[config.mk]
export PLATFORM = sky130hd
export DESIGN_NAME = ivec_dispatch
export DESIGN_NICKNAME = d
export VERILOG_FILES = /design/src/rtl/ivec_pkg.sv /design/src/rtl/ivec_nmi_latch.sv /design/src/rtl/ivec_arbiter.sv /design/src/rtl/ivec_fetch.sv /design/src/rtl/ivec_dispatch.sv
export SDC_FILE = /design/constraint.sdc
export NUM_CORES = 1
export LEC_CHECK = 0
export ABC_CLOCK_PERIOD_IN_PS = 3500
export CAP_MARGIN = 10
export CELL_PAD_IN_SITES_DETAIL_PLACEMENT = 1
export CELL_PAD_IN_SITES_GLOBAL_PLACEMENT = 2
export CORE_ASPECT_RATIO = 0.7
export CORE_MARGIN = 3
export CORE_UTILIZATION = 28
export CTS_CLUSTER_SIZE = 24
export DETAILED_ROUTE_END_ITERATION = 6
export GPL_ROUTABILITY_DRIVEN = 0
export PLACE_DENSITY_LB_ADDON = 0.25
export REMOVE_ABC_BUFFERS = 1
export SLEW_MARGIN = 5
export SYNTH_ARGS = -nofsm -noshare
export SYNTH_HDL_FRONTEND = slang
export SYNTH_SLANG_ARGS = --single-unit
[constraint.sdc]
create_clock -name clk -period 3.5 [get_ports clk]
set_input_delay 0.7 -clock clk [delete_from_list [all_inputs] [get_ports clk]]
set_output_delay 0.7 -clock clk [all_outputs]
set_load 0.02 [all_outputs]
[src/rtl/ivec_pkg.sv]
package ivec_pkg;
  localparam int TYPE_W    = 8;
  localparam int WORD_W    = 16;
  localparam int PADDR_W   = 20;
  localparam int SEG_SHIFT = 4;
  localparam logic [TYPE_W-1:0] NMI_TYPE = 8'd2;

  typedef enum logic [1:0] {
    SRC_NONE = 2'd0,
    SRC_EXC  = 2'd1,
    SRC_NMI  = 2'd2,
    SRC_INTR = 2'd3
  } src_e;

  typedef enum logic [1:0] {
    FS_IDLE  = 2'd0,
    FS_RD_IP = 2'd1,
    FS_RD_CS = 2'd2,
    FS_DONE  = 2'd3
  } fstate_e;

  // byte address of the offset word (hi=0) or segment word (hi=1)
  function automatic logic [PADDR_W-1:0] entry_addr(input logic [TYPE_W-1:0] t,
                                                    input logic hi);
    logic [PADDR_W-1:0] a;
    a = '0;
    a[TYPE_W+1:0] = {t, hi, 1'b0};
    return a;
  endfunction

  function automatic logic [PADDR_W-1:0] phys_of(input logic [WORD_W-1:0] seg,
                                                 input logic [WORD_W-1:0] off);
    logic [PADDR_W-1:0] s;
    logic [PADDR_W-1:0] o;
    s = PADDR_W'({seg, {SEG_SHIFT{1'b0}}});
    o = PADDR_W'(off);
    return s + o;
  endfunction
endpackage

[src/rtl/ivec_nmi_latch.sv]
module ivec_nmi_latch (
  input  logic clk,
  input  logic rst_n,
  input  logic nmi_i,
  input  logic clear_i,
  output logic pend_o
);
  logic nmi_q;
  logic nmi_edge;

  assign nmi_edge = nmi_i & ~nmi_q;

  always_ff @(posedge clk) begin
    if (!rst_n) begin
      nmi_q  <= 1'b0;
      pend_o <= 1'b0;
    end else begin
      nmi_q <= nmi_i;
      if (nmi_edge)     pend_o <= 1'b1;   // a fresh edge beats a clear
      else if (clear_i) pend_o <= 1'b0;
    end
  end

  p_nmi_catch_r6: assert property (@(posedge clk) disable iff (!rst_n)
    $rose(nmi_i) |=> pend_o);
  p_nmi_hold_r6: assert property (@(posedge clk) disable iff (!rst_n)
    (pend_o && !clear_i) |=> pend_o);
endmodule

[src/rtl/ivec_arbiter.sv]
module ivec_arbiter
  import ivec_pkg::*;
(
  input  logic              exc_req_i,
  input  logic [TYPE_W-1:0] exc_type_i,
  input  logic              nmi_pend_i,
  input  logic              intr_i,
  input  logic [TYPE_W-1:0] intr_type_i,
  input  logic              if_flag_i,
  output logic              any_o,
  output src_e              src_o,
  output logic [TYPE_W-1:0] type_o
);
  logic intr_ok;
  assign intr_ok = intr_i & if_flag_i;

  always_comb begin
    src_o  = SRC_NONE;
    type_o = '0;
    if (exc_req_i) begin
      src_o  = SRC_EXC;
      type_o = exc_type_i;
    end else if (nmi_pend_i) begin
      src_o  = SRC_NMI;
      type_o = NMI_TYPE;
    end else if (intr_ok) begin
      src_o  = SRC_INTR;
      type_o = intr_type_i;
    end
  end

  assign any_o = (src_o != SRC_NONE);

  always_comb begin
    a_exc_first_r9: assert (!exc_req_i || src_o == SRC_EXC);
  end
endmodule

[src/rtl/ivec_fetch.sv]
module ivec_fetch
  import ivec_pkg::*;
(
  input  logic               clk,
  input  logic               rst_n,
  input  logic               start_i,
  input  logic [TYPE_W-1:0]  start_type_i,
  input  src_e               start_src_i,
  output logic               mem_req_o,
  output logic [PADDR_W-1:0] mem_addr_o,
  input  logic [WORD_W-1:0]  mem_rdata_i,
  input  logic               mem_valid_i,
  output logic               busy_o,
  output logic               done_o,
  output logic [WORD_W-1:0]  new_cs_o,
  output logic [WORD_W-1:0]  new_ip_o,
  output logic [PADDR_W-1:0] phys_o,
  output logic [TYPE_W-1:0]  type_o,
  output src_e               src_o
);
  fstate_e             state;
  logic [TYPE_W-1:0]   cur_type;
  src_e                cur_src;
  logic [WORD_W-1:0]   ip_q;
  logic                rd_ip_fire;
  logic                rd_cs_fire;

  assign mem_req_o  = (state == FS_RD_IP) || (state == FS_RD_CS);
  assign mem_addr_o = mem_req_o ? entry_addr(cur_type, state == FS_RD_CS) : '0;
  assign rd_ip_fire = (state == FS_RD_IP) && mem_valid_i;
  assign rd_cs_fire = (state == FS_RD_CS) && mem_valid_i;
  assign busy_o     = (state != FS_IDLE);
  assign done_o     = (state == FS_DONE);

  always_ff @(posedge clk) begin
    if (!rst_n) begin
      state    <= FS_IDLE;
      cur_type <= '0;
      cur_src  <= SRC_NONE;
      ip_q     <= '0;
      new_cs_o <= '0;
      new_ip_o <= '0;
      phys_o   <= '0;
      type_o   <= '0;
      src_o    <= SRC_NONE;
    end else begin
      unique case (state)
        FS_IDLE: if (start_i) begin
          cur_type <= start_type_i;
          cur_src  <= start_src_i;
          state    <= FS_RD_IP;
        end
        FS_RD_IP: if (rd_ip_fire) begin
          ip_q  <= mem_rdata_i;
          state <= FS_RD_CS;
        end
        FS_RD_CS: if (rd_cs_fire) begin
          new_cs_o <= mem_rdata_i;
          new_ip_o <= ip_q;
          phys_o   <= phys_of(mem_rdata_i, ip_q);
          type_o   <= cur_type;
          src_o    <= cur_src;
          state    <= FS_DONE;
        end
        FS_DONE: state <= FS_IDLE;
        default: state <= FS_IDLE;
      endcase
    end
  end

  p_addr_hold_r2: assert property (@(posedge clk) disable iff (!rst_n)
    (mem_req_o && !mem_valid_i) |=> (mem_req_o && $stable(mem_addr_o)));
  p_cs_follows_ip_r2: assert property (@(posedge clk) disable iff (!rst_n)
    (mem_req_o && mem_valid_i && !mem_addr_o[1]) |=>
      (mem_req_o && mem_addr_o == $past(mem_addr_o) + PADDR_W'(2)));
  p_done_single_r3: assert property (@(posedge clk) disable iff (!rst_n)
    done_o |=> !done_o);
  p_done_after_cs_r3: assert property (@(posedge clk) disable iff (!rst_n)
    done_o |-> $past(mem_req_o && mem_valid_i && mem_addr_o[1]));
  p_phys_sum_r4: assert property (@(posedge clk) disable iff (!rst_n)
    done_o |-> (phys_o == (PADDR_W'(new_cs_o) << 4) + PADDR_W'(new_ip_o)));
  p_busy_held_r10: assert property (@(posedge clk) disable iff (!rst_n)
    (busy_o && !done_o) |=> busy_o);
endmodule

[src/rtl/ivec_dispatch.sv]
module ivec_dispatch
  import ivec_pkg::*;
(
  input  logic               clk,
  input  logic               rst_n,
  input  logic               boundary_i,
  input  logic               exc_req_i,
  input  logic [7:0]         exc_type_i,
  input  logic               nmi_i,
  input  logic               intr_i,
  input  logic [7:0]         intr_type_i,
  input  logic               if_flag_i,
  output logic               mem_req_o,
  output logic [19:0]        mem_addr_o,
  input  logic [15:0]        mem_rdata_i,
  input  logic               mem_valid_i,
  output logic               busy_o,
  output logic               done_o,
  output logic [15:0]        new_cs_o,
  output logic [15:0]        new_ip_o,
  output logic [19:0]        phys_o,
  output logic [7:0]         type_o,
  output logic [1:0]         src_o
);
  logic              nmi_pend;
  logic              win_any;
  src_e              win_src;
  logic [TYPE_W-1:0] win_type;
  logic              accept;
  logic              nmi_taken;
  src_e              done_src;

  assign accept    = boundary_i && !busy_o && win_any;
  assign nmi_taken = accept && (win_src == SRC_NMI);

  ivec_nmi_latch u_nmi (
    .clk    (clk),
    .rst_n  (rst_n),
    .nmi_i  (nmi_i),
    .clear_i(nmi_taken),
    .pend_o (nmi_pend)
  );

  ivec_arbiter u_arb (
    .exc_req_i  (exc_req_i),
    .exc_type_i (exc_type_i),
    .nmi_pend_i (nmi_pend),
    .intr_i     (intr_i),
    .intr_type_i(intr_type_i),
    .if_flag_i  (if_flag_i),
    .any_o      (win_any),
    .src_o      (win_src),
    .type_o     (win_type)
  );

  ivec_fetch u_fetch (
    .clk         (clk),
    .rst_n       (rst_n),
    .start_i     (accept),
    .start_type_i(win_type),
    .start_src_i (win_src),
    .mem_req_o   (mem_req_o),
    .mem_addr_o  (mem_addr_o),
    .mem_rdata_i (mem_rdata_i),
    .mem_valid_i (mem_valid_i),
    .busy_o      (busy_o),
    .done_o      (done_o),
    .new_cs_o    (new_cs_o),
    .new_ip_o    (new_ip_o),
    .phys_o      (phys_o),
    .type_o      (type_o),
    .src_o       (done_src)
  );

  assign src_o = done_src;

  p_accept_at_boundary_r8: assert property (@(posedge clk) disable iff (!rst_n)
    $rose(busy_o) |-> $past(boundary_i));
  p_mask_r7: assert property (@(posedge clk) disable iff (!rst_n)
    (boundary_i && !busy_o && !exc_req_i && !nmi_pend && !(intr_i && if_flag_i))
      |=> !busy_o);
  p_nmi_type_r5: assert property (@(posedge clk) disable iff (!rst_n)
    (done_o && src_o == 2'd2) |-> (type_o == 8'd2));
endmodule

==> flow_metrics.py <==
metrics = {
    "yosys": {
        "ys_seq_area_share_pct": 44.06,
        "synth_flop_cell": "dfxtp_1",
        "ys_warn_count": 0,
        "synth_seq_cells": 88,
        "syn-cell-area_um2": 3999,
        "netlist.area_leader.share_pct": 44.06,
        "avgSynthCellArea_um2": 7.966,
        "synth.distinct_cells": 44,
        "synth_area_leader_cell": "dfxtp_1",
        "netlist_instances": 502,
        "async_flop_share_pct": 0,
        "synth-edff-count": 0,
        "synth.area.top_cells": "dfxtp_1 44%, nand2_1 13%, a21oi_1 9.1%",
    },
    "worst_setup_path": {
        "worstPathRequired_ns": 3.72,
        "worstSetupStartpointType": "primary input",
        "worstSetupPathType": "primary input to flop",
        "cp_cell_sequence": "clkdlybuf4s50_1 -> ha_1 -> inv_1 -> fa_1 -> nand2b_1 -> a21oi_2 -> o21bai_1 -> a211oi_1 -> o21ai_0 -> a41o_1",
        "critPathBufInv": 2,
        "rrSetupSlack_ns": 1.18,
        "arrival_ns": 3.09,
        "worst_setup_path_end_kind": "flop",
        "cpMaxStageDelayCell": "clkdlybuf4s50_1",
        "worstPathMaxFanout": 4,
        "max_stage_delay_ns": 0.52,
        "critical_path.top_delay_family": "compound AO/OA/AOI/OAI gates",
    },
    "grt": {
        "grt_usage_pct": 15.40,
        "grt_pass1_vias": 3839,
        "antenna_found_initial": 0,
        "grt_start_max_net_pins": 39,
        "overflow": 0,
        "grt_pass1_wl_mm": 19.64,
    },
    "timing": {
        "fmax_mhz": 348.6,
        "fin_tns_setup_ns": 0,
        "slew_headroom_pct": 46.38,
        "setup_viol": 0,
        "tightest_slew_ns": 0.8043,
        "slew_violations": 0,
        "finClkSkew_ns": 0.007792,
        "hold_viol_final": 0,
        "period_minus_slack_ns": 2.869,
        "rsz0062_at_grt": "no",
        "finalCritPeriodShare_pct": 81.97,
    },
    "floorplanning": {
        "start_util_pct": 29.46,
        "die_height_um": 106.0,
        "core_area_um2": 13580,
        "fp-row-count": 35,
        "ios": 125,
        "die_area_um2": 15770,
        "chipWidth_um": 148.8,
    },
    "final_layout": {
        "fin_util_pct": 40.95,
        "layout_commonest_cell": "nand2_1",
        "diodes": 0,
        "nets": 663,
        "drive_gt1_share_pct": 6.240,
        "area_growth_pct": 39.02,
        "stdcell_count": 794,
        "final_cell_mix": "136 x nand2_1, 113 x clkdlybuf4s50_1, 88 x dfxtp_1",
    },
    "clock_tree": {
        "clkSinkCount": 88,
        "h-tree-depth": 3,
        "cts_setup_buffers": 0,
        "numCtsBuffers": 9,
        "tritoncts": "yes",
        "clockBufferDepth": 2,
        "clk_latency_ns": 0.33,
        "postCtsHoldBufs": 0,
        "path_clk_slew_ns": 0.06,
        "cts_root_buffer": "clkbuf_16",
        "cts_resized": 0,
    },
    "power_and_ir_drop": {
        "p_sw_uw": 1037,
        "internal_power_uw": 2080,
        "peakVddDrop_v": 0.0002549,
        "clkPwrFrac_pct": 30.3,
        "p_seq_share_pct": 38.1,
        "p_comb_share_pct": 31.6,
        "leakage_uw": 0.001999,
        "swShare_pct": 33.27,
        "power.density_nw_per_um2": 560.6,
    },
    "detailed_routing": {
        "drc": 0,
        "vias": 3734,
        "viasPerCell": 4.703,
        "drt-total-wl_mm": 12.16,
        "dr.pass1.iters": 5,
        "drtIter0Drc": 139,
        "ant_nets": 0,
        "wire_per_inst_um": 15.32,
    },
    "min_path": {
        "worstHoldPathType": "flop to flop",
    },
    "placed_design": {
        "dp_hpwl_mm": 9.107,
        "io_buffers": 113,
        "dp_cells": 779,
    },
    "run_status": {
        "status": "completed",
    },
    "job": {
        "drv_cap": 0,
    },
}
power by group through the flow:
| stage | Sequential [µW] | Combinational (µW) | Clock, µW |
|---|---|---|---|
| 6_report | 1190 | 985 | 944 |
| 5_1_grt | 1200 | 1090 | 1020 |
| 4_1_cts | 1190 | 997 | 984 |
| 3_5_place_dp | 1210 | 992 | 0 |
| 3_3_place_gp | 1210 | 970 | 0 |
| 2_1_floorplan | 1250 | 513 | 0 |
per-stage QoR:
step	hold WS [ns]	instance area, µm²	setup slack (ns)	power, µW
2_1_floorplan	0.4322	3822	1.017	1765
3_3_place_gp	0.4414	5271	0.3938	2175
3_5_place_dp	0.4458	5271	0.3136	2201
4_1_cts	0.4549	5559	0.6387	3169
5_1_grt	0.4753	5559	0.4430	3309
6_report	0.4532	5559	0.6311	3117
layout make-up:
| class | instances | area [µm²] |
|---|---|---|
| clock buffer | 11 | 242.7 |
| clock inverter | 4 | 45.04 |
| fill | 1638 | 8016 |
| inverter | 7 | 26.28 |
| multi-input combinational | 375 | 2038 |
| sequential | 88 | 1762 |
| tap | 185 | 231.5 |
| timing repair buffer | 124 | 1214 |
per-layer routing:
layer / GRT usage (%) / up-vias / wire length [µm]
li1: - / 1880 / -
met1: 21.03 / 1775 / 6002
met2: 24.44 / 75 / 5517
met3: 4.389 / 4 / 616
met4: 3.070 / 0 / 27
met5: 0 / - / 0
tightest hold or removal path, delay by kind of cell (launching register included):
family / cells / cell delay (ns)
AO/OA/AOI/OAI: 1 / 0.05
flip-flops: 1 / 0.31
AND/OR/NAND/NOR: 1 / 0.05
cells by family after synthesis:
logic type / synth area share [%]
AND/OR/NAND/NOR: 21.50
AO/OA/AOI/OAI: 20.49
flip-flops: 44.06
buffers and inverters: 6.007
adder cells (fa/ha/maj): 5.820
XOR/XNOR: 1.533
multiplexers: 0.5006
other: 0.09378
worst paths after layout:
kind	from	end	cells past startpoint
worst max register to register	u_fetch.ip_q[4]$_SDFFE_PN0P_	u_fetch.phys_o[14]$_SDFFE_PN0P_	9
worst min register to register	u_fetch.new_cs_o[11]$_SDFFE_PN0P_	u_fetch.new_cs_o[11]$_SDFFE_PN0P_	2
worst max-delay path	mem_rdata_i[0]	u_fetch.phys_o[14]$_SDFFE_PN0P_	10
worst min-delay path	u_fetch.new_cs_o[11]$_SDFFE_PN0P_	u_fetch.new_cs_o[11]$_SDFFE_PN0P_	2
Yosys cell counts (2+ instances only):
master and number:
and2_1 11, o211ai_1 2, dfxtp_1 88, a21o_1 2, a21oi_2 2, mux2i_1 2, nor2_1 28, o21bai_1 3
buf_1 2, and3_1 2, a22oi_1 7, nor3_1 5, nand2b_1 5, o21a_1 2, inv_1 6, ha_1 17
xor2_1 3, a211oi_1 16, a211oi_2 2, o21ai_0 13, clkbuf_1 25, xnor2_1 4, nand3_1 10, nor2_2 2
a21oi_1 73, nand2_1 137, buf_4 15, o21ai_1 2
sequential cells by signal, indices dropped and copies added (netlist names):
register / flops
u_fetch.cur_type: 8
u_nmi.nmi_q: 1
u_nmi.pend_o: 1
u_fetch.type_o: 8
u_fetch.phys_o: 20
u_fetch.src_o: 2
u_fetch.new_ip_o: 12
u_fetch.ip_q: 16
u_fetch.state: 2
u_fetch.cur_src: 2
u_fetch.new_cs_o: 16
Note: power is estimated with default switching activity, not from simulation.
